[src/rtl/gpio_quad_pkg.sv]
package gpio_quad_pkg;
  typedef enum logic [1:0] {
    MODE_IN_FALL    = 2'b00,
    MODE_IN_RISE    = 2'b01,
    MODE_OPEN_DRAIN = 2'b10,
    MODE_PUSH_PULL  = 2'b11
  } port_mode_e;
endpackage

[src/rtl/gpio_pin_sync.sv]
module gpio_pin_sync #(
  parameter int unsigned WIDTH  = 8,
  parameter int unsigned STAGES = 2
) (
  input  logic             clk,
  input  logic             rst_n,
  input  logic [WIDTH-1:0] async_in,
  output logic [WIDTH-1:0] sync_out
);
  logic [WIDTH-1:0] stage_q [STAGES];

  for (genvar s = 0; s < STAGES; s++) begin : g_stage
    if (s == 0) begin : g_first
      always_ff @(posedge clk or negedge rst_n) begin
        if (!rst_n) stage_q[s] <= '1;
        else        stage_q[s] <= async_in;
      end
    end else begin : g_next
      always_ff @(posedge clk or negedge rst_n) begin
        if (!rst_n) stage_q[s] <= '1;
        else        stage_q[s] <= stage_q[s-1];
      end
    end
  end

  assign sync_out = stage_q[STAGES-1];
endmodule

[src/rtl/gpio_drive_map.sv]
module gpio_drive_map
  import gpio_quad_pkg::*;
#(
  parameter int unsigned WIDTH = 8
) (
  input  port_mode_e       mode,
  input  logic [WIDTH-1:0] data,
  output logic [WIDTH-1:0] sink_en,
  output logic [WIDTH-1:0] src_en,
  output logic [WIDTH-1:0] pull_en
);
  always_comb begin
    sink_en = ~data;
    src_en  = '0;
    pull_en = '0;
    unique case (mode)
      MODE_IN_FALL, MODE_IN_RISE: pull_en = data;
      MODE_OPEN_DRAIN:            pull_en = '0;
      MODE_PUSH_PULL:             src_en  = data;
      default:                    pull_en = data;
    endcase
  end
endmodule

[src/rtl/gpio_edge_irq.sv]
module gpio_edge_irq
  import gpio_quad_pkg::*;
#(
  parameter int unsigned NUM_PORTS = 4,
  parameter int unsigned WIDTH     = 8,
  localparam int unsigned PINS     = NUM_PORTS * WIDTH,
  localparam int unsigned CFG_W    = 2 * NUM_PORTS
) (
  input  logic             clk,
  input  logic             rst_n,
  input  logic [PINS-1:0]  pin_s,
  input  logic [CFG_W-1:0] cfg,
  input  logic [PINS-1:0]  ien,
  input  logic             clr,
  output logic             irq
);
  logic [PINS-1:0] prev_q;
  logic [PINS-1:0] pend_q;
  logic [PINS-1:0] hit;

  for (genvar p = 0; p < NUM_PORTS; p++) begin : g_port
    logic [1:0]       code;
    logic [WIDTH-1:0] rise, fall, sel;
    assign code = cfg[2*p +: 2];
    assign rise = pin_s[p*WIDTH +: WIDTH] & ~prev_q[p*WIDTH +: WIDTH];
    assign fall = ~pin_s[p*WIDTH +: WIDTH] & prev_q[p*WIDTH +: WIDTH];
    assign sel  = code[0] ? rise : fall;
    assign hit[p*WIDTH +: WIDTH] =
      (code == MODE_PUSH_PULL) ? '0 : (sel & ien[p*WIDTH +: WIDTH]);
  end

  always_ff @(posedge clk or negedge rst_n) begin
    if (!rst_n) begin
      prev_q <= '1;
      pend_q <= '0;
    end else begin
      prev_q <= pin_s;
      pend_q <= (clr ? '0 : pend_q) | hit;
    end
  end

  assign irq = |pend_q;
endmodule

[src/rtl/gpio_quad_ctrl.sv]
module gpio_quad_ctrl
  import gpio_quad_pkg::*;
#(
  parameter int unsigned NUM_PORTS   = 4,
  parameter int unsigned PORT_W      = 8,
  parameter int unsigned ADDR_W      = 4,
  parameter int unsigned SYNC_STAGES = 2,
  localparam int unsigned PINS       = NUM_PORTS * PORT_W
) (
  input  logic              clk,
  input  logic              rst_n,
  input  logic [ADDR_W-1:0] bus_addr,
  input  logic              bus_wr_en,
  input  logic [PORT_W-1:0] bus_wr_data,
  input  logic              bus_rd_en,
  output logic [PORT_W-1:0] bus_rd_data,
  input  logic [PINS-1:0]   pin_in,
  output logic [PINS-1:0]   pin_sink_en,
  output logic [PINS-1:0]   pin_src_en,
  output logic [PINS-1:0]   pin_pull_en,
  output logic              irq
);
  localparam int unsigned CFG_W = 2 * NUM_PORTS;
  localparam logic [ADDR_W-1:0] IEN_BASE = ADDR_W'(NUM_PORTS);
  localparam logic [ADDR_W-1:0] CFG_ADDR = ADDR_W'(2 * NUM_PORTS);
  localparam logic [ADDR_W-1:0] CLR_ADDR = ADDR_W'(2 * NUM_PORTS + 1);

  logic [PINS-1:0]   data_q;
  logic [PINS-1:0]   ien_q;
  logic [CFG_W-1:0]  cfg_q;
  logic [PORT_W-1:0] rd_q;
  logic [PORT_W-1:0] rd_mux;
  logic [PINS-1:0]   pin_s;
  logic              clr_hit;

  gpio_pin_sync #(.WIDTH(PINS), .STAGES(SYNC_STAGES)) sync_i (
    .clk      (clk),
    .rst_n    (rst_n),
    .async_in (pin_in),
    .sync_out (pin_s)
  );

  for (genvar p = 0; p < NUM_PORTS; p++) begin : g_port
    localparam logic [ADDR_W-1:0] DATA_A = ADDR_W'(p);
    localparam logic [ADDR_W-1:0] IEN_A  = ADDR_W'(NUM_PORTS + p);

    always_ff @(posedge clk or negedge rst_n) begin
      if (!rst_n) begin
        data_q[p*PORT_W +: PORT_W] <= '1;
        ien_q[p*PORT_W +: PORT_W]  <= '0;
      end else if (bus_wr_en) begin
        if (bus_addr == DATA_A) data_q[p*PORT_W +: PORT_W] <= bus_wr_data;
        if (bus_addr == IEN_A)  ien_q[p*PORT_W +: PORT_W]  <= bus_wr_data;
      end
    end

    gpio_drive_map #(.WIDTH(PORT_W)) drv_i (
      .mode    (port_mode_e'(cfg_q[2*p +: 2])),
      .data    (data_q[p*PORT_W +: PORT_W]),
      .sink_en (pin_sink_en[p*PORT_W +: PORT_W]),
      .src_en  (pin_src_en[p*PORT_W +: PORT_W]),
      .pull_en (pin_pull_en[p*PORT_W +: PORT_W])
    );
  end

  always_ff @(posedge clk or negedge rst_n) begin
    if (!rst_n)                                cfg_q <= '0;
    else if (bus_wr_en && bus_addr == CFG_ADDR) cfg_q <= bus_wr_data[CFG_W-1:0];
  end

  assign clr_hit = bus_wr_en && (bus_addr == CLR_ADDR);

  gpio_edge_irq #(.NUM_PORTS(NUM_PORTS), .WIDTH(PORT_W)) edge_i (
    .clk   (clk),
    .rst_n (rst_n),
    .pin_s (pin_s),
    .cfg   (cfg_q),
    .ien   (ien_q),
    .clr   (clr_hit),
    .irq   (irq)
  );

  always_comb begin
    rd_mux = '0;
    for (int p = 0; p < NUM_PORTS; p++) begin
      if (bus_addr == ADDR_W'(p)) rd_mux = pin_s[p*PORT_W +: PORT_W];
    end
    if (bus_addr == CFG_ADDR) rd_mux = PORT_W'(cfg_q);
  end

  always_ff @(posedge clk or negedge rst_n) begin
    if (!rst_n)         rd_q <= '0;
    else if (bus_rd_en) rd_q <= rd_mux;
  end

  assign bus_rd_data = rd_q;

  // IEN_BASE marks the start of the write-only range; reads there fall to zero.
  logic unused_base;
  assign unused_base = ^IEN_BASE;
endmodule

[config.mk]
export PLATFORM = sky130hd
export DESIGN_NAME = gpio_quad_ctrl
export DESIGN_NICKNAME = d
export VERILOG_FILES = /design/src/rtl/gpio_quad_pkg.sv /design/src/rtl/gpio_pin_sync.sv /design/src/rtl/gpio_drive_map.sv /design/src/rtl/gpio_edge_irq.sv /design/src/rtl/gpio_quad_ctrl.sv
export SDC_FILE = /design/constraint.sdc
export NUM_CORES = 1
export LEC_CHECK = 0
export BUFFER_PORTS_ARGS = -buffer_cell sky130_fd_sc_hd__buf_2
export CAP_MARGIN = 20
export CORE_MARGIN = 3
export CORE_UTILIZATION = 35
export CTS_BUF_LIST = sky130_fd_sc_hd__clkbuf_8
export CTS_CLUSTER_DIAMETER = 200
export DETAILED_ROUTE_END_ITERATION = 12
export PLACE_DENSITY = 0.61
export SLEW_MARGIN = 20
export SYNTH_ARGS = -nofsm -noshare
export SYNTH_HDL_FRONTEND = slang
export SYNTH_SLANG_ARGS = --single-unit
[constraint.sdc]
create_clock -name clk -period 1.8 [get_ports clk]
set_input_delay 0.36 -clock clk [delete_from_list [all_inputs] [get_ports clk]]
set_output_delay 0.36 -clock clk [all_outputs]
set_load 0.05 [all_outputs]
Word level (Yosys, flattened, before mapping)
Index checks and enable logic that the tools add are counted.
{"block": "op_classes", "magnitude_cmp": 0, "eq_ne": 17, "n_div": 0, "mul": 0, "n_reduce_logical": 20, "shifts": 0, "n_mux": 22, "add_sub_neg": 0, "bitwise_logic": 25}
{"operator": "8-bit 2-to-1 mux", "n": 21}
{"operator": "8-bit bitwise AND", "n": 12}
{"operator": "8-bit inverter", "n": 12}
{"operator": "32-bit 2-to-1 mux", "n": 1}
{"operator": "32-bit OR", "n": 1}
{"operator": "32-bit OR reduction", "n": 1}
{"operator": "4-bit by 3-bit equality test with 1-bit output (second input constant)", "n": 4}
{"operator": "2-bit AND reduction", "n": 8}
{"operator": "2-bit by 1-bit equality test with 1-bit output (second input constant)", "n": 4}
{"operator": "2-bit equality test (second input constant)", "n": 4}
{"operator": "4-bit by 2-bit equality test with 1-bit output (second input constant)", "n": 2}
{"operator": "4-bit equality test (second input constant)", "n": 2}
{"operator": "2-bit logical NOT", "n": 4}
{"operator": "2-bit OR reduction", "n": 4}
{"operator": "4-bit by 1-bit equality test with 1-bit output (second input constant)", "n": 1}
{"operator": "4-bit logical NOT", "n": 1}
{"operator": "1-bit logical AND", "n": 2}
{"block": "word_totals", "word_cells": 98, "rom_bits": 0, "output_inout_bits": 105, "regBits": 208, "inputBits": 48, "ramBits": 0, "memories": 0, "latch_bits": 0}

Logic depth before layout (Yosys ltp)
Gate-level depths: netlist of the first run.
{"block": "logic_depth", "word_depth": 6, "ltp_mapped": 6, "depth_no_buf": 3}

By module
From an unflattened synthesis of the first run, not the netlist that was laid out.
{"block": "unflattened", "cells_unflattened": 709, "area_unflattened_um2": 8834.7}
{"mod": "gpio_quad_ctrl", "instances": 1, "cells_each": 271, "area_each_um2": 3543.4}
{"mod": "gpio_edge_irq", "instances": 1, "cells_each": 242, "area_each_um2": 2773.9}
{"mod": "gpio_pin_sync", "instances": 1, "cells_each": 96, "area_each_um2": 1921.8}
{"mod": "gpio_drive_map", "instances": 4, "cells_each": 25, "area_each_um2": 148.9}

Worst setup path before layout of the first run
Ideal clock, no wire load.
{"block": "synth_timing", "path_type": "register -> output", "start": "register cfg_q[5]", "end": "output pin_src_en[16]", "arrival_ns": 1.956, "slack_ns": -0.516, "t_required_ns": 1.440, "stages_incl_launch_ff": 4, "n_path_buf": 1, "path_cell_list": "dfrtp_1 clkbuf_1 clkinv_1 nor3_1"}
{"block": "synth_between", "elab_chain_cells": 2}
{"element": "start: declaration", "line": "gpio_quad_ctrl.sv:30", "source": "logic [CFG_W-1:0] cfg_q;"}
{"element": "start signal: assignment", "line": "gpio_quad_ctrl.sv:68", "source": "else if (bus_wr_en && bus_addr == CFG_ADDR) cfg_q <= bus_wr_data[CFG_W-1:0];"}
{"element": "2-bit equality test", "line": "gpio_drive_map.sv:16", "source": "unique case (mode)"}
{"element": "8-bit 2-to-1 mux", "line": "gpio_drive_map.sv:16"}
{"element": "end: declaration", "line": "gpio_quad_ctrl.sv:19", "source": "output logic [PINS-1:0] pin_src_en,"}
No other way between the ends.

Worst setup path in the final report of the first run
{"block": "layout_timing", "start": "register edge_i.pend_q[5]", "end": "output irq"}
{"block": "layout_between", "elab_chain_cells": 1}
{"element": "start: declaration", "line": "gpio_edge_irq.sv:18", "source": "logic [PINS-1:0] pend_q;"}
{"element": "start signal: assignment", "line": "gpio_edge_irq.sv:38", "source": "pend_q <= (clr ? '0 : pend_q) | hit;"}
{"element": "32-bit OR reduction", "line": "gpio_edge_irq.sv:42", "source": "assign irq = |pend_q;"}
{"element": "end: declaration", "line": "gpio_quad_ctrl.sv:21", "source": "output logic irq"}
No other way between the ends.

==> qor.json, run 1 <==
{
  "ctsLongestPathBuffers": {"value": 3},
  "clock_power_share": {"value": 26.9, "unit": "%"},
  "crit_chain": {"value": "nor4_2 -> nand4_1 -> or2_4 -> buf_6"},
  "worst_hold_path_startpoint": {"value": "bus_rd_en"},
  "core_util_final": {"value": 52.2, "unit": "%"},
  "final_nets": {"value": 909},
  "area.growth.synth_to_final": {"value": 44.7, "unit": "%"},
  "synthesized_area_per_cell": {"value": 13.6, "unit": "µm²"},
  "path_max_fanout": {"value": 2},
  "cp_data_required_time": {"value": 1.44, "unit": "ns"},
  "detail_route.first_pass.iterations": {"value": 4},
  "pwr-share-comb": {"value": 32.7, "unit": "%"},
  "routed_length_per_placed_instance": {"value": 18.7, "unit": "µm"},
  "worst_path_dominant_cell_family": {"value": "simple AND/OR/NAND/NOR gates"},
  "fin_crit": {"value": 2.18, "unit": "ns"},
  "cts_max_level": {"value": 2},
  "synth_warnings": {"value": 0},
  "tightestPinTransition": {"value": 0.535, "unit": "ns"},
  "slowest_stage": {"value": "sky130_fd_sc_hd__dfrtp_1"},
  "final_min_period_over_clock_period": {"value": 121, "unit": "%"},
  "grt_use_total": {"value": 17.2, "unit": "%"},
  "route.antenna.remaining_nets": {"value": 0},
  "drtIter0Drc": {"value": 357},
  "number_of_buffer_and_inverter_stages_on_the_critical_path": {"value": 1},
  "syn_area": {"value": 8270, "unit": "µm²"},
  "fp.dieW": {"value": 160, "unit": "µm"},
  "first_global_vias": {"value": 6043},
  "dpl.cell_count": {"value": 1076},
  "clk_transition_reported_paths": {"value": 0.06, "unit": "ns"},
  "status": {"value": "finished with violations"},
  "placement_rows": {"value": 55},
  "via_count": {"value": 5757},
  "setup_viols_final": {"value": 26},
  "register_bit_count_reported_by_yosys": {"value": 208},
  "yosysUniqueCellTypes": {"value": 40},
  "critical_path_s_largest_stage_delay": {"value": 0.40, "unit": "ns"},
  "most-common-layout-cells": {"value": "128 x sky130_fd_sc_hd__dfstp_2, 86 x sky130_fd_sc_hd__buf_2, 76 x sky130_fd_sc_hd__mux2_2"},
  "postSynthNetCount": {"value": 658},
  "grt_setup_unrepaired": {"value": "true"},
  "drive_gt1_share": {"value": 65.0, "unit": "%"},
  "crit_start": {"value": "edge_i.pend_q[5]"},
  "vias_per_cell": {"value": 4.79},
  "worst_setup_path_end_kind": {"value": "output pin"},
  "synth_top_family_by_area": {"value": "simple AND/OR/NAND/NOR gates"},
  "yosys.area.top_type_share": {"value": 40.7, "unit": "%"},
  "hold_viol": {"value": 0},
  "mostFrequentLayoutCell": {"value": "sky130_fd_sc_hd__dfstp_2"},
  "power.net_switching": {"value": 5.61, "unit": "mW"},
  "insertion_delay": {"value": 0.52, "unit": "ns"},
  "post-route-drc-count": {"value": 0},
  "synthTopCellsByArea": {"value": "sky130_fd_sc_hd__dfstp_2 41%, sky130_fd_sc_hd__dfrtp_1 24%, sky130_fd_sc_hd__mux2_2 10%"},
  "seq_power_share": {"value": 40.5, "unit": "%"},
  "design.portCount": {"value": 153},
  "timing.fmax": {"value": 459, "unit": "MHz"},
  "worstReg2RegStart": {"value": "cfg_q[3]"},
  "floorplan.initialDensity": {"value": 36.1, "unit": "%"},
  "synth_fa_ha_area_share": {"value": 0, "unit": "%"},
  "instances_no_fill": {"value": 1201},
  "timing_worst_setup_path_type": {"value": "flop to output pin"},
  "p_sw_share": {"value": 35.5, "unit": "%"},
  "globalRoute.totalOverflow": {"value": 0},
  "worst-endpoint-arrival": {"value": 1.82, "unit": "ns"},
  "floorplan.die.height": {"value": 160, "unit": "µm"},
  "post_synth_and_or_nand_nor_area_fraction": {"value": 12.3, "unit": "%"},
  "final-max-slew-violation-count": {"value": 0},
  "max-vdd-ir-drop": {"value": 568, "unit": "µV"},
  "port_buffers": {"value": 152},
  "p_int": {"value": 10.2, "unit": "mW"},
  "synth_seq_area_share": {"value": 64.9, "unit": "%"},
  "core-area": {"value": 22900, "unit": "µm²"},
  "wire_length_of_the_first_global_routing_pass": {"value": 34500, "unit": "µm"},
  "n_fill_cell": {"value": 1906},
  "muxShareOfSynthArea": {"value": 11.2, "unit": "%"},
  "clock_sinks": {"value": 208},
  "detailedPlacementHpwl": {"value": 14000, "unit": "µm"},
  "fin_skew": {"value": 0.0146, "unit": "ns"},
  "violations": {"value": "setup timing"},
  "worst_hold_path_type": {"value": "input pin to flop"},
  "synth_top_cell_by_area": {"value": "sky130_fd_sc_hd__dfstp_2"},
  "grt_max_degree": {"value": 60},
  "relSlewSlack": {"value": 64.3, "unit": "%"},
  "synth_xor_area_share": {"value": 0, "unit": "%"},
  "power.static_leakage": {"value": 5.12, "unit": "nW"},
  "routed_wl": {"value": 22400, "unit": "µm"},
  "cts_tree": {"value": "yes"},
  "max_cap_viol_count": {"value": 0},
  "cp-start-kind": {"value": "flop"},
  "post_synthesis_compound_gate_area_fraction": {"value": 7.80, "unit": "%"},
  "cts_root_buffer": {"value": "sky130_fd_sc_hd__clkbuf_8"},
  "numCtsBuffers": {"value": 37},
  "dieArea": {"value": 25500, "unit": "µm²"},
  "place.gp.congestion": {"value": 0.838},
  "layout_setup_ws": {"value": -0.380, "unit": "ns"},
  "diodes": {"value": 0},
  "number_of_antenna_violations_at_the_first_check_in_global_routing": {"value": 0},
  "power.density_cell_area": {"value": 1320, "unit": "nW/µm²"},
  "post_synth_inst_count": {"value": 610}
}
[stage by stage]
step / power, mW / hold WS [ns] / setup TNS, ns / area (µm²) / worst slack (ns)
after floorplan: 9.18 / 0.0644 / -0.639 / 8470 / -0.0391
after global placement: 10.2 / 0.346 / -0.0531 / 9770 / -0.0531
after detailed placement: 10.3 / 0.347 / -0.0683 / 9770 / -0.0683
after CTS: 15.3 / 0.192 / -1.41 / 11500 / -0.437
after global routing: 16.6 / 0.237 / -4.12 / 12000 / -0.473
final: 15.8 / 0.218 / -1.74 / 12000 / -0.380
[cells by family after synthesis]
kind of cell / count (synthesis)
buffers and inverters: 68
AOI/OAI and AO/OA: 84
DFF: 208
and+or+nand+nor: 170
muxes: 80
[sequential cells by signal, indices dropped and copies added (netlist names)]
register	count
bus_rd_data	8
cfg_q	8
sync_i.stage_q	32
edge_i.prev_q	32
edge_i.pend_q	32
ien_q	32
sync_i.sync_out	32
data_q	32
[power groups by stage]
| stage | Sequential, mW | Combinational, mW | Clock [mW] |
|---|---|---|---|
| 2_1_floorplan | 6.16 | 3.03 | 0 |
| 3_3_place_gp | 6.32 | 3.93 | 0 |
| 3_5_place_dp | 6.34 | 3.97 | 0 |
| 4_1_cts | 6.31 | 4.64 | 4.39 |
| 5_1_grt | 6.50 | 5.44 | 4.63 |
| 6_report | 6.39 | 5.16 | 4.25 |
[final timing paths]
kind / to / slack, ns / depth (start not counted)
max: irq / -0.38 / 4
max reg2reg: edge_i.pend_q[14] / 0.24 / 5
min reg2reg: sync_i.sync_out[15] / 0.35 / 0
min in group asynchronous: edge_i.pend_q[12] / 0.40 / 2
max in group asynchronous: data_q[18] / 0.71 / 3
min: bus_rd_data[6] / 0.22 / 3
[layout make-up]
| class | count | area, µm² | share of cell area, % |
|---|---|---|---|
| clock inverters | 17 | 70.1 | 0.585 |
| inverters | 39 | 191 | 1.60 |
| repair buffers | 237 | 2160 | 18.0 |
| flip-flops and latches | 208 | 5380 | 44.9 |
| clock buffers | 49 | 674 | 5.63 |
| repair inverters | 4 | 32.5 | 0.272 |
| multi-input cells | 334 | 3080 | 25.7 |
| well taps | 313 | 392 | 3.27 |
[worst min-delay path: cells and delay by family]
family / cells / cell delay (ns)
buffers and inverters: 1 / 0.17
and+or+nand+nor: 1 / 0.10
AOI/OAI and AO/OA: 1 / 0.05
[repair_timing]
action / CTS / global route
cloned: 4 / 1
hold endpoints to repair: 53 / 0
pin swaps: 16 / 22
setup buffers: 14 / 7
gates resized for setup: 168 / 121
hold buffers: 33 / 0
endpoints found under the setup margin: 65 / 65
[cells in the mapped netlist, drive strengths merged]
library cell  number
or3b               1
clkbuf            11
nor4b              2
a22o              32
inv               35
o2bb2ai            1
nor2b              2
dfstp            128
and2               1
o22ai             31
nand3b             2
a221o              2
a221oi             6
buf               18
nor4               8
clkinv             4
nor3              18
and4b              1
nor3b              1
nand2              4
dfrtp             80
nand2b            67
mux2              78
nor2              40
nand4              3
mux4               2
nor4bb             1
and3              18
a22oi              6
or2                1
a211oi             6
[metal layers]
metal / GRT usage, % / vias up / share of wire, %
met4: 4.89 / 0 / 1.8
li1: - / 2660 / -
met1: 22.8 / 2869 / 44
met5: 0 / - / 0
met3: 3.48 / 35 / 5.5
met2: 28.8 / 193 / 49
Power figures use the tool's default switching activity.
==> run 2, diff against run 1 <==
- CELL_PAD_IN_SITES_DETAIL_PLACEMENT: unset -> 0
- CELL_PAD_IN_SITES_GLOBAL_PLACEMENT: unset -> 1
- PLACE_DENSITY: 0.61 -> 0.71
==> run 2 against run 1 <==
  * The run still ends with setup timing left
  * Design area is 0.40% lower
  * Critical path depth is the same
  * Setup slack improved by 0.025 ns
  * Combinational power about the same
  * Clock power fell by 3%
  * Clock-buffer cell count fell by 5
  * Critical endpoint unchanged
  * Largest cell class unchanged
  * Largest power group unchanged
==> qor.json, run 2 (synthesized netlist as in run 1, its figures left out) <==
{
  "status": {"value": "finished with violations"},
  "violations": {"value": "setup timing"},
  "pwr-share-comb": {"value": 32.9, "unit": "%"},
  "seq_power_share": {"value": 40.7, "unit": "%"},
  "placement_rows": {"value": 55},
  "timing.fmax": {"value": 464, "unit": "MHz"},
  "floorplan.die.height": {"value": 160, "unit": "µm"},
  "tns": {"value": -1.25, "unit": "ns"},
  "grt_use_total": {"value": 17.2, "unit": "%"},
  "detail_route.first_pass.iterations": {"value": 4},
  "power.net_switching": {"value": 5.56, "unit": "mW"},
  "path_max_fanout": {"value": 2},
  "slowest_stage": {"value": "sky130_fd_sc_hd__dfrtp_1"},
  "fin_crit": {"value": 2.16, "unit": "ns"},
  "clock_sinks": {"value": 208},
  "vias_per_cell": {"value": 4.80},
  "cts_max_level": {"value": 2},
  "wire_length_of_the_first_global_routing_pass": {"value": 34500, "unit": "µm"},
  "cp-start-kind": {"value": "flop"},
  "tightestPinTransition": {"value": 0.483, "unit": "ns"},
  "clock_power_share": {"value": 26.4, "unit": "%"},
  "clk_transition_reported_paths": {"value": 0.06, "unit": "ns"},
  "place_worst_setup_slack": {"value": -0.0409, "unit": "ns"},
  "hold_viol": {"value": 0},
  "route.antenna.remaining_nets": {"value": 0},
  "worst_setup_path_end_kind": {"value": "output pin"},
  "floorplan.initialDensity": {"value": 36.1, "unit": "%"},
  "diodes": {"value": 0},
  "instances_no_fill": {"value": 1203},
  "setup_viols_final": {"value": 22},
  "final_nets": {"value": 913},
  "area.growth.synth_to_final": {"value": 44.1, "unit": "%"},
  "insertion_delay": {"value": 0.51, "unit": "ns"},
  "drive_gt1_share": {"value": 65.3, "unit": "%"},
  "number_of_antenna_violations_at_the_first_check_in_global_routing": {"value": 0},
  "design.portCount": {"value": 153},
  "power.density_cell_area": {"value": 1320, "unit": "nW/µm²"},
  "via_count": {"value": 5769},
  "final_min_period_over_clock_period": {"value": 120, "unit": "%"},
  "power.static_leakage": {"value": 5.10, "unit": "nW"},
  "post-route-drc-count": {"value": 0},
  "layout_setup_ws": {"value": -0.355, "unit": "ns"},
  "relSlewSlack": {"value": 67.8, "unit": "%"},
  "fin_skew": {"value": 0.0183, "unit": "ns"},
  "port_buffers": {"value": 152},
  "cp_data_required_time": {"value": 1.44, "unit": "ns"},
  "fp.dieW": {"value": 160, "unit": "µm"},
  "dieArea": {"value": 25500, "unit": "µm²"},
  "ctsLongestPathBuffers": {"value": 3},
  "numCtsBuffers": {"value": 35},
  "first_global_vias": {"value": 6017},
  "p_sw_share": {"value": 35.5, "unit": "%"},
  "grt_setup_unrepaired": {"value": "true"},
  "worst-endpoint-arrival": {"value": 1.80, "unit": "ns"},
  "critical_path_s_largest_stage_delay": {"value": 0.39, "unit": "ns"},
  "final-max-slew-violation-count": {"value": 0},
  "n_fill_cell": {"value": 1956},
  "cts_tree": {"value": "yes"},
  "crit_chain": {"value": "nor4_2 -> nand4_1 -> or2_4 -> buf_6"},
  "routed_wl": {"value": 22100, "unit": "µm"},
  "routed_length_per_placed_instance": {"value": 18.4, "unit": "µm"},
  "drtIter0Drc": {"value": 304},
  "dpl.cell_count": {"value": 1076},
  "most-common-layout-cells": {"value": "128 x sky130_fd_sc_hd__dfstp_2, 86 x sky130_fd_sc_hd__buf_2, 76 x sky130_fd_sc_hd__mux2_2"},
  "max-vdd-ir-drop": {"value": 640, "unit": "µV"},
  "timing_worst_setup_path_type": {"value": "flop to output pin"},
  "place.gp.congestion": {"value": 0.810},
  "worst_hold_path_type": {"value": "input pin to flop"},
  "p_int": {"value": 10.1, "unit": "mW"},
  "detailedPlacementHpwl": {"value": 14300, "unit": "µm"},
  "grt_max_degree": {"value": 59},
  "core-area": {"value": 22900, "unit": "µm²"},
  "mostFrequentLayoutCell": {"value": "sky130_fd_sc_hd__dfstp_2"},
  "globalRoute.totalOverflow": {"value": 0},
  "cts_root_buffer": {"value": "sky130_fd_sc_hd__clkbuf_8"},
  "max_cap_viol_count": {"value": 0}
}
## run 2: cell types whose count changed in the layout (fill, tap and decap cells not counted), moves of 3 or more
cell | previous run | this run
sky130_fd_sc_hd__buf_4 | 32 | 37
sky130_fd_sc_hd__and3_1 | 6 | 3
sky130_fd_sc_hd__buf_12 | 13 | 9
sky130_fd_sc_hd__clkbuf_8 | 50 | 45
sky130_fd_sc_hd__inv_4 | 10 | 6
sky130_fd_sc_hd__and3_4 | 12 | 15
sky130_fd_sc_hd__buf_8 | 19 | 12
sky130_fd_sc_hd__buf_6 | 53 | 65
## run 2: final cells by class
cell class | count | area [µm²] | share of cell area (%)
Clock buffer | 44 | 606 | 5.08
Clock inverter | 18 | 97.6 | 0.819
Inverter | 39 | 181 | 1.52
Multi-Input combinational cell | 334 | 3090 | 25.9
Sequential cell | 208 | 5380 | 45.1
Tap cell | 313 | 392 | 3.29
Timing Repair Buffer | 243 | 2140 | 18.0
Timing Repair inverter | 4 | 37.5 | 0.315
## run 2: final timing paths
| kind | depth (start not counted) | slack (ns) | startpoint | to |
|---|---|---|---|---|
| min reg2reg | 0 | 0.34 | sync_i.stage_q[48] | sync_i.sync_out[16] |
| max | 4 | -0.36 | edge_i.pend_q[29] | irq |
| min | 3 | 0.23 | bus_rd_en | bus_rd_data[6] |
| max in group asynchronous | 3 | 0.70 | rst_n | data_q[31] |
| max reg2reg | 5 | 0.20 | cfg_q[7] | edge_i.pend_q[31] |
| min in group asynchronous | 2 | 0.40 | rst_n | edge_i.pend_q[1] |
## run 2: metrics by stage
| step | power [mW] | area [µm²] | hold WS [ns] | util, % |
|---|---|---|---|---|
| floorplan | 9.18 | 8470 | 0.0644 | - |
| global placement | 10.3 | 9720 | 0.346 | 42.4 |
| detailed placement | 10.3 | 9720 | 0.347 | 42.4 |
| CTS | 15.4 | 11500 | 0.200 | 50.3 |
| global route | 16.5 | 11900 | 0.227 | 52.0 |
| finish | 15.7 | 11900 | 0.228 | 52.0 |
## run 2: layer usage
layer | up-vias | wire length (µm) | track usage, %
met5 | - | 0 | 0
met4 | 0 | 332 | 4.66
met3 | 29 | 1340 | 3.76
met2 | 193 | 10700 | 28.4
met1 | 2886 | 9740 | 23.1
li1 | 2661 | - | -
## run 2: timing repair
item / in CTS / in global routing
pin swaps: 29 / 22
setup buffers: 20 / 9
hold endpoints to repair: 54 / 0
resized for setup: 206 / 79
setup endpoints to repair: 65 / 63
hold buffers: 33 / 0
gates cloned: 4 / 0
## run 2: power by group through the flow
stage	Sequential, mW	Clock, mW	Combinational [mW]
floorplan	6.16	0	3.03
global route	6.50	4.52	5.44
global placement	6.32	0	3.94
detailed placement	6.35	0	3.96
CTS	6.32	4.28	4.81
finish	6.39	4.14	5.16
## run 2: worst max-delay path: cells and delay by family, from the launching register on
kind	cells	cell delay, ns
AND/OR/NAND/NOR	3	0.74
flip-flops	1	0.39
buffers and inverters	1	0.15
==> run 3, diff against run 2 <==
- SETUP_SLACK_MARGIN: unset -> 0.5
==> run 3 against run 2 <==
  * The run still ends with setup timing left
  * Non-clock buffer count rose by 38
  * Hold slack barely moved
  * Routed wire length rose by 9.3%
  * Clock power fell by 2%
  * Die area did not move
  * Clock-buffer cell count rose by 2
  * Critical path type unchanged
  * Largest power group unchanged
==> qor.json, run 3 (synthesized netlist as in run 1, its figures left out) <==
{
  "tightestPinTransition": {"value": 0.526, "unit": "ns"},
  "cts_tree": {"value": "yes"},
  "power.net_switching": {"value": 5.96, "unit": "mW"},
  "worst_r2r_endpoint": {"value": "edge_i.pend_q[24]"},
  "path_max_fanout": {"value": 2},
  "power.density_cell_area": {"value": 1280, "unit": "nW/µm²"},
  "worst_setup_path_end_kind": {"value": "output pin"},
  "crit_start": {"value": "edge_i.pend_q[15]"},
  "worst_hold_path_type": {"value": "input pin to flop"},
  "relSlewSlack": {"value": 65.0, "unit": "%"},
  "power.static_leakage": {"value": 5.64, "unit": "nW"},
  "core-area": {"value": 22900, "unit": "µm²"},
  "final-max-slew-violation-count": {"value": 0},
  "ff2ff_setup_slack": {"value": 0.29, "unit": "ns"},
  "hold_end": {"value": "bus_rd_data[0]"},
  "hold_viol": {"value": 0},
  "drive_gt1_share": {"value": 71.7, "unit": "%"},
  "vias_per_cell": {"value": 4.90},
  "port_buffers": {"value": 152},
  "globalRoute.totalOverflow": {"value": 0},
  "cp_data_required_time": {"value": 1.44, "unit": "ns"},
  "post-route-drc-count": {"value": 0},
  "floorplan.initialDensity": {"value": 36.1, "unit": "%"},
  "via_count": {"value": 6080},
  "mostFrequentLayoutCell": {"value": "sky130_fd_sc_hd__dfstp_2"},
  "status": {"value": "finished with violations"},
  "crit_chain": {"value": "nor4_2 -> nand4_1 -> or2_4 -> buf_6"},
  "insertion_delay": {"value": 0.52, "unit": "ns"},
  "routed_wl": {"value": 24200, "unit": "µm"},
  "grt_use_total": {"value": 18.4, "unit": "%"},
  "drtIter0Drc": {"value": 366},
  "max_cap_viol_count": {"value": 0},
  "n_fill_cell": {"value": 1783},
  "violations": {"value": "setup timing"},
  "max-vdd-ir-drop": {"value": 584, "unit": "µV"},
  "fin_skew": {"value": 0.0213, "unit": "ns"},
  "timing.fmax": {"value": 454, "unit": "MHz"},
  "number_of_antenna_violations_at_the_first_check_in_global_routing": {"value": 1},
  "first_global_vias": {"value": 6454},
  "clk_transition_reported_paths": {"value": 0.06, "unit": "ns"},
  "area.growth.synth_to_final": {"value": 59.2, "unit": "%"},
  "final_min_period_over_clock_period": {"value": 122, "unit": "%"},
  "setup_viols_final": {"value": 35},
  "design.portCount": {"value": 153},
  "routed_length_per_placed_instance": {"value": 19.5, "unit": "µm"},
  "grt_max_degree": {"value": 60},
  "route.antenna.remaining_nets": {"value": 0},
  "slowest_stage": {"value": "sky130_fd_sc_hd__dfrtp_1"},
  "worstReg2RegStart": {"value": "cfg_q[7]"},
  "timing_worst_setup_path_type": {"value": "flop to output pin"},
  "clock_sinks": {"value": 208},
  "wire_length_of_the_first_global_routing_pass": {"value": 37100, "unit": "µm"},
  "floorplan.die.height": {"value": 160, "unit": "µm"},
  "dieArea": {"value": 25500, "unit": "µm²"},
  "layout_setup_ws": {"value": -0.403, "unit": "ns"},
  "cp-start-kind": {"value": "flop"},
  "detailedPlacementHpwl": {"value": 15100, "unit": "µm"},
  "tns": {"value": -1.95, "unit": "ns"},
  "most-common-layout-cells": {"value": "128 x sky130_fd_sc_hd__dfstp_2, 73 x sky130_fd_sc_hd__dfrtp_1, 69 x sky130_fd_sc_hd__buf_6"},
  "pwr-share-comb": {"value": 37.6, "unit": "%"},
  "worst-endpoint-arrival": {"value": 1.84, "unit": "ns"},
  "fin_crit": {"value": 2.20, "unit": "ns"},
  "worst_hold_path_startpoint": {"value": "bus_rd_en"},
  "p_sw_share": {"value": 35.3, "unit": "%"},
  "p_int": {"value": 10.9, "unit": "mW"},
  "critical_path_s_largest_stage_delay": {"value": 0.39, "unit": "ns"},
  "ctsLongestPathBuffers": {"value": 3},
  "detail_route.first_pass.iterations": {"value": 4},
  "fp.dieW": {"value": 160, "unit": "µm"},
  "fin_total_pwr": {"value": 16.9, "unit": "mW"},
  "clock_power_share": {"value": 24.1, "unit": "%"},
  "numCtsBuffers": {"value": 36},
  "cts_root_buffer": {"value": "sky130_fd_sc_hd__clkbuf_8"},
  "place.gp.congestion": {"value": 0.835},
  "grt_setup_unrepaired": {"value": "true"},
  "rr_worst_depth": {"value": 6},
  "cts_max_level": {"value": 2},
  "place_worst_setup_slack": {"value": -0.0758, "unit": "ns"},
  "final_nets": {"value": 951},
  "placement_rows": {"value": 55},
  "seq_power_share": {"value": 38.3, "unit": "%"},
  "hold_path_stages": {"value": 3}
}
run 3: per-stage QoR:
step           utilization, %  instance area [µm²]  hold slack (ns)  std cells
4_1_cts                  55.8                12800            0.205       1220
2_1_floorplan               -                 8880           0.0644        610
5_1_grt                  57.5                13200            0.224       1242
3_5_place_dp             43.9                10100            0.347       1077
3_3_place_gp             43.9                10100            0.347       1077
6_report                 57.5                13200            0.228       1242
run 3: worst max path at each step:
| stage | end | slack [ns] | depth (start not counted) |
|---|---|---|---|
| 3_3_place_gp | irq | -0.02 | 4 |
| 2_1_floorplan | pin_src_en[29] | 0.16 | 2 |
| 4_1_cts | irq | -0.45 | 4 |
| 5_1_grt | irq | -0.50 | 4 |
| 3_5_place_dp | bus_rd_data[4] | -0.08 | 5 |
| 6_report | irq | -0.40 | 4 |
run 3: power by group through the flow:
stage	Sequential [mW]	Combinational, mW	Clock, mW
after floorplan	6.17	3.37	0
after global placement	6.32	4.21	0
after detailed placement	6.38	4.27	0
after CTS	6.42	5.89	4.18
after global routing	6.55	6.62	4.42
final	6.46	6.34	4.07
run 3: routing by layer:
layer | share of wire [%] | track usage [%] | wire (µm)
met3 | 5.6 | 3.76 | 1350
met2 | 49 | 31.0 | 12000
met1 | 43 | 24.0 | 10400
met5 | 0 | 0 | 0
met4 | 1.9 | 5.45 | 451
run 3: timing repair:
action	CTS	global route
resized for setup	411	53
endpoints found under the setup margin	141	135
cloned	3	0
pin swaps	59	40
hold buffers	33	0
buffers inserted	44	21
hold endpoints to repair	40	0
run 3: layout make-up:
cell class,instances,area [µm²],area share [%]
Sequential cell,208,5370,40.8
Clock inverter,17,65.1,0.494
Timing Repair inverter,3,28.8,0.218
Timing Repair Buffer,281,2960,22.5
Antenna cell,1,2.50,0.0190
Clock buffer,46,633,4.81
Inverter,39,226,1.72
Multi-Input combinational cell,334,3490,26.5
Tap cell,313,392,2.97
run 3: critical path: cells and delay by family (launching register included):
family,cells,cell delay [ns]
and+or+nand+nor,3,0.80
DFF,1,0.39
buffers and inverters,1,0.15
